$ cat src/rtl/decoded_insn_cache.sv
`timescale 1ns/1ps
module decoded_insn_cache #(
  parameter int ENTRIES   = 8,
  parameter int PAYLOAD_W = 24,
  parameter int ADDR_W    = 64
) (
  input  logic                 clk,
  input  logic                 rst_n,
  input  logic [ADDR_W-1:0]    lk_addr,
  output logic                 lk_hit,
  output logic [PAYLOAD_W-1:0] lk_data,
  input  logic                 fill_en,
  input  logic [ADDR_W-1:0]    fill_addr,
  input  logic [PAYLOAD_W-1:0] fill_data,
  input  logic                 flush_req,
  input  logic                 ctx_sync_req,
  output logic                 busy
);
  localparam int IDX_W = (ENTRIES > 1) ? $clog2(ENTRIES) : 1;
  localparam logic [IDX_W-1:0] LAST = IDX_W'(ENTRIES - 1);

  logic [ADDR_W-1:0]    tag_q [ENTRIES];
  logic [PAYLOAD_W-1:0] pay_q [ENTRIES];
  logic [IDX_W-1:0]     walk_q;
  logic                 busy_q;

  wire              flush_any = flush_req | ctx_sync_req;
  wire [IDX_W-1:0]  lk_idx    = lk_addr[IDX_W+1:2];
  wire [IDX_W-1:0]  fill_idx  = fill_addr[IDX_W+1:2];
  wire              fill_ok   = fill_en & ~busy_q & ~flush_any;

  always_ff @(posedge clk or negedge rst_n) begin
    if (!rst_n) begin
      busy_q <= 1'b1;
      walk_q <= '0;
    end else if (flush_any) begin
      busy_q <= 1'b1;
      walk_q <= '0;
    end else if (busy_q) begin
      if (walk_q == LAST) busy_q <= 1'b0;
      walk_q <= walk_q + 1'b1;
    end
  end

  always_ff @(posedge clk) begin
    if (busy_q) begin
      tag_q[walk_q] <= '1;
    end else if (fill_ok) begin
      tag_q[fill_idx] <= fill_addr;
      pay_q[fill_idx] <= fill_data;
    end
  end

  assign lk_hit  = ~busy_q & (tag_q[lk_idx] == lk_addr);
  assign lk_data = pay_q[lk_idx];
  assign busy    = busy_q;

  assert_flush_enters_walk_R4: assert property (@(posedge clk) disable iff (!rst_n)
    flush_req |=> busy_q && walk_q == '0);

  assert_sync_enters_walk_R5: assert property (@(posedge clk) disable iff (!rst_n)
    ctx_sync_req |=> busy_q && walk_q == '0);

  assert_walk_one_per_clock_R4: assert property (@(posedge clk) disable iff (!rst_n)
    (busy_q && !flush_any && walk_q != LAST) |=> busy_q && walk_q == IDX_W'($past(walk_q) + 1'b1));

  assert_fill_lands_R3: assert property (@(posedge clk) disable iff (!rst_n)
    (fill_en && !busy_q && !flush_any) |=> tag_q[$past(fill_idx)] == $past(fill_addr));

  assert_fill_dropped_R7: assert property (@(posedge clk) disable iff (!rst_n)
    (fill_en && flush_any && !busy_q) |=> tag_q[$past(fill_idx)] == $past(tag_q[fill_idx]));

  assert_clean_after_walk_R8: assert property (@(posedge clk) disable iff (!rst_n)
    ($fell(busy_q) && lk_addr[1:0] == 2'b00) |-> !lk_hit);
endmodule

$ cat config.mk
export PLATFORM = sky130hd
export DESIGN_NAME = decoded_insn_cache
export DESIGN_NICKNAME = d
export VERILOG_FILES = /design/src/rtl/decoded_insn_cache.sv
export SDC_FILE = /design/constraint.sdc
export NUM_CORES = 1
export LEC_CHECK = 0
export BUFFER_PORTS_ARGS = -buffer_cell sky130_fd_sc_hd__buf_2
export CORE_ASPECT_RATIO = 0.7
export CORE_UTILIZATION = 30
export DETAILED_ROUTE_END_ITERATION = 16
export GPL_ROUTABILITY_DRIVEN = 0
export PLACE_DENSITY = 0.55
export SETUP_SLACK_MARGIN = 0.3
export SLEW_MARGIN = 20
export SYNTH_ARGS = -nofsm -noshare
export SYNTH_HDL_FRONTEND = slang
export SYNTH_SLANG_ARGS = --single-unit
$ cat constraint.sdc
create_clock -name clk -period 5.6 [get_ports clk]
set_input_delay 0.84 -clock clk [delete_from_list [all_inputs] [get_ports clk]]
set_output_delay 0.84 -clock clk [all_outputs]
set_load 0.1 [all_outputs]
==> summary.md <==
| Metric | Value |
|---|---|
| Part of the cycle the worst path needs | 0.908 |
| Main combinational cell family by area after synthesis | multiplexers |
| Number of vias in the routed layout | 14,000 |
| Share of cells above drive strength 1 | 0.268 |
| Combined global-route utilization of all metal layers | 0.143 |
| Basic-gate share of the synthesized area counting and, or, nand and nor cells | 0.0355 |
| Multiplexer share of the synthesized area | 0.135 |
| IO Count | 183 |
| Number of global-route vias before repair | about 14,000 |
| Vias per Instance | ~4.8 |
| Area after DPL | slightly above 0.03 mm² |
| Number of buffers on the longest clock path | 3 |
| Top flip-flop cell by instance count after synthesis | edfxtp_1 |
| Seq/Total Area, Yosys | 0.758 |
| Count of max-cap constraint violations | 0 |
| Number of design-rule violations left by the first detailed-router iteration | around 1,000 |
| Minimum setup slack in the final design | about 0.51 ns |
| Num rows | 93 |
| Avg Cell Area, Syn | 19.7 µm² |
| Most area-consuming cells after synthesis | edfxtp_1, mux4_2, mux2i_1, xor2_1, a22oi_1 |
| Die area | around 0.095 mm² |
| Minimum clock period | just over 5 ns |
| Pin count of the biggest net entering global routing | 92 |
| Cell class contributing the biggest share of worst-path delay | simple AND/OR/NAND/NOR gates |
| Number of input and output port buffers inserted | around 180 |
| FFs w/ async S/R, synth | 0.00565 |
| Maximum clock rate | roughly 200 MHz |
| GR met1 Demand/Resource | 0.203 |
| Max stage delay on crit path | about 0.61 ns |
| First-pass GRT wire length | roughly 100,000 µm |
| Start-to-end type of the worst setup path | in -> out |
| Initial core utilization | 0.304 |
| Register-to-Register Path Depth | 5 |
| Launching element type of the critical path | input port |
| Data arrival, critical path | around 4.3 ns |
| Global route total overflow | 0 |
| Initial antenna violation count | 15 |
| Library cell with the largest summed area after synthesis | edfxtp_1 |
| Power density over the cells | ~340 mW/mm² |
| Max-Slew Margin vs Limit | 0.290 |
| Number of buffers and inverters on the critical path | 3 |
| Endpoint required time on the critical path | roughly 4.8 ns |
| Worst setup slack after placement | around 0.38 ns |
| Global-route track usage on met2 | 0.224 |
| Min-delay worst type | in -> async |
| ANT nets after route | 0 |
| Area of all placed cells without fillers | roughly 0.033 mm² |
| Unrepaired setup endpoints after global routing | no |
| Worst hold margin | just under 0.04 ns |
| Sum of negative setup slack | 0 ns |
| Layout overhead on the synthesized area | 18.1% |
| Met3 Use GR | 0.0282 |
| DRC violation count after routing | 0 |
| Chip Height | 258 µm |
| Mapped Nets | approximately 1,600 |
| Worst-case register-to-register setup slack | ~2.3 ns |
| H-tree depth reported by CTS | 3 |
| Overall Power | around 11 mW |
| Root buffer cell | clkbuf_16 |
| Chain of cells forming the critical path | buf_8 > buf_4 > mux4_2 > o21a_1 > xor2_1 > nor4_1 > nand4_1 > nor4_2 > buf_12 |
| Count of cell types in the netlist | 42 |
| Die boundary width | roughly 370 µm |
| Worst-margin pin slew | ~1.1 ns |
| Kind of end point of the critical path | primary output |
| Global routing's busiest layer | met2 |
| Final Skew | 0.0308 ns |
| Cell with the biggest individual delay on the critical path | nor4_1 |
| Capture instance of the worst register-to-register path | tag_q[1][4] |
| Net total in the final layout | 1,796 |
| Later-pin clock latency in the skew report | approximately 0.63 ns |
| Share of the synthesized area in the top cell type | 0.754 |
| Most frequent standard cell in the layout excluding fill and tap cells | edfxtp_1 |
| Pre-Repair DR Iteration Count | 5 |
| Final-report hold violation count | 0 |
| Clock tree from TritonCTS | done |
| Final Max Tran Viols | 0 |
| Floorplan Core Area | around 0.092 mm² |
| Peak fanout along the critical path | 39 |
| Clock sink total | 708 |
| Total length of routed wires | approximately 69,000 µm |
| Adder and majority cell fraction of the synthesized area | 0.000893 |
| Parity-gate share of the synthesized area counting xor and xnor cells | 0.0194 |
| Clock transition at the register clock pins on the worst setup and hold paths after CTS | about 0.060 ns |
| Routed length per placed instance | 23.4 µm |
| Synthesized instance count | roughly 1,400 |
| Synthesized cell area | around 0.028 mm² |
| CTS hold repair buffers | 0 |
| Count of warnings emitted by yosys | 0 |
| Number of failing setup endpoints in the final timing report | 0 |
| Clock buffer count from CTS | 76 |
| Complex-gate fraction of the synthesized area | 0.0362 |
| Worst R2R Start | busy |
| Commonest non-fill, non-tap cells in the layout | edfxtp_1, buf_2, mux2i_1 |
| Result of the run | completed |
| DPL Wire Length | around 40,000 µm |
| Post-synthesis sequential element count | 708 |
| Leakage dissipation | just over 10 nW |
| Largest voltage drop on the vdd net | 0.000180 V |
| Number of synthesized flops with an enable pin | about 700 |
kinds of logic after synthesis:
kind of cell / after synthesis
AND/OR/NAND/NOR: 197
XOR/XNOR: 62
flip-flops: 708
multiplexers: 237
AO/OA/AOI/OAI: 135
buffers and inverters: 79
adder cells (fa/ha/maj): 2
worst reg2reg max path: stages, from the launching register on:
cell	delay, ns
dfstp_2	0.43
inv_1	0.11
and3_4	0.55
a22oi_1	0.43
nor2_4	0.93
buf_4	0.51
stage by stage:
step                      instances  utilization
after floorplan                1420            -
after global placement         2794        0.332
after detailed placement       2794        0.332
after CTS                      2932        0.359
after global routing           2932        0.359
final                          2934        0.359
area by class of cell:
type | count | area, µm²
Fill cell | 8521 | 59200
Timing Repair Buffer | 215 | 1350
Clock inverter | 48 | 468
Tap cell | 1235 | 1550
Sequential cell | 708 | 21200
Antenna cell | 2 | 5.00
Inverter | 3 | 12.5
Clock buffer | 90 | 1980
Multi-Input combinational cell | 633 | 6500
synthesized netlist by cell type (2+ instances only):
master,number
mux2i_1,124
xnor2_1,3
ha_1,2
a22oi_1,61
xor2_1,59
buf_4,3
nand3_1,2
a31oi_1,2
inv_1,3
buf_6,6
mux2_2,2
nand4_1,4
dfrtp_1,3
mux4_2,103
o21a_1,60
edfxtp_1,704
nand2b_1,69
buf_1,5
o21ai_0,2
a311o_1,2
nand3b_1,2
o211ai_1,2
buf_2,21
mux4_1,8
nor3_1,7
nand2_1,75
nor2_1,19
clkbuf_1,39
nor4_1,14
a21oi_1,2
flip-flops by register name (all words and copies together) (netlist names):
register	cells
busy	1
pay_q	192
tag_q	512
walk_q	3
worst max path at each step:
stage,from,to,slack (ns),cells past startpoint
6_report,lk_addr[2],lk_hit,0.51,9
5_1_grt,lk_addr[2],lk_hit,0.36,10
4_1_cts,lk_addr[3],lk_hit,0.38,9
3_5_place_dp,lk_addr[3],lk_hit,0.38,9
3_3_place_gp,lk_addr[3],lk_hit,0.33,10
2_1_floorplan,busy,tag_q[4][0],0.39,7
where the power goes:
part,switching [mW],internal (mW)
Combinational,0.431,0.234
Sequential,0.00344,5.79
Clock,2.04,2.90
layer usage:
layer  vias up  wire, µm  part of all wire
li1       6152         -                 -
met1      7351     31400              0.46
met2       337     32100              0.47
met3       114      3590             0.052
met4         6      1420             0.021
met5         -        32           0.00047
what timing repair did:
item,in CTS,in global routing
gates resized for setup,0,2
setup endpoints to repair,0,1
buffers inserted,0,0
Note: power is estimated with default switching activity, not from simulation.
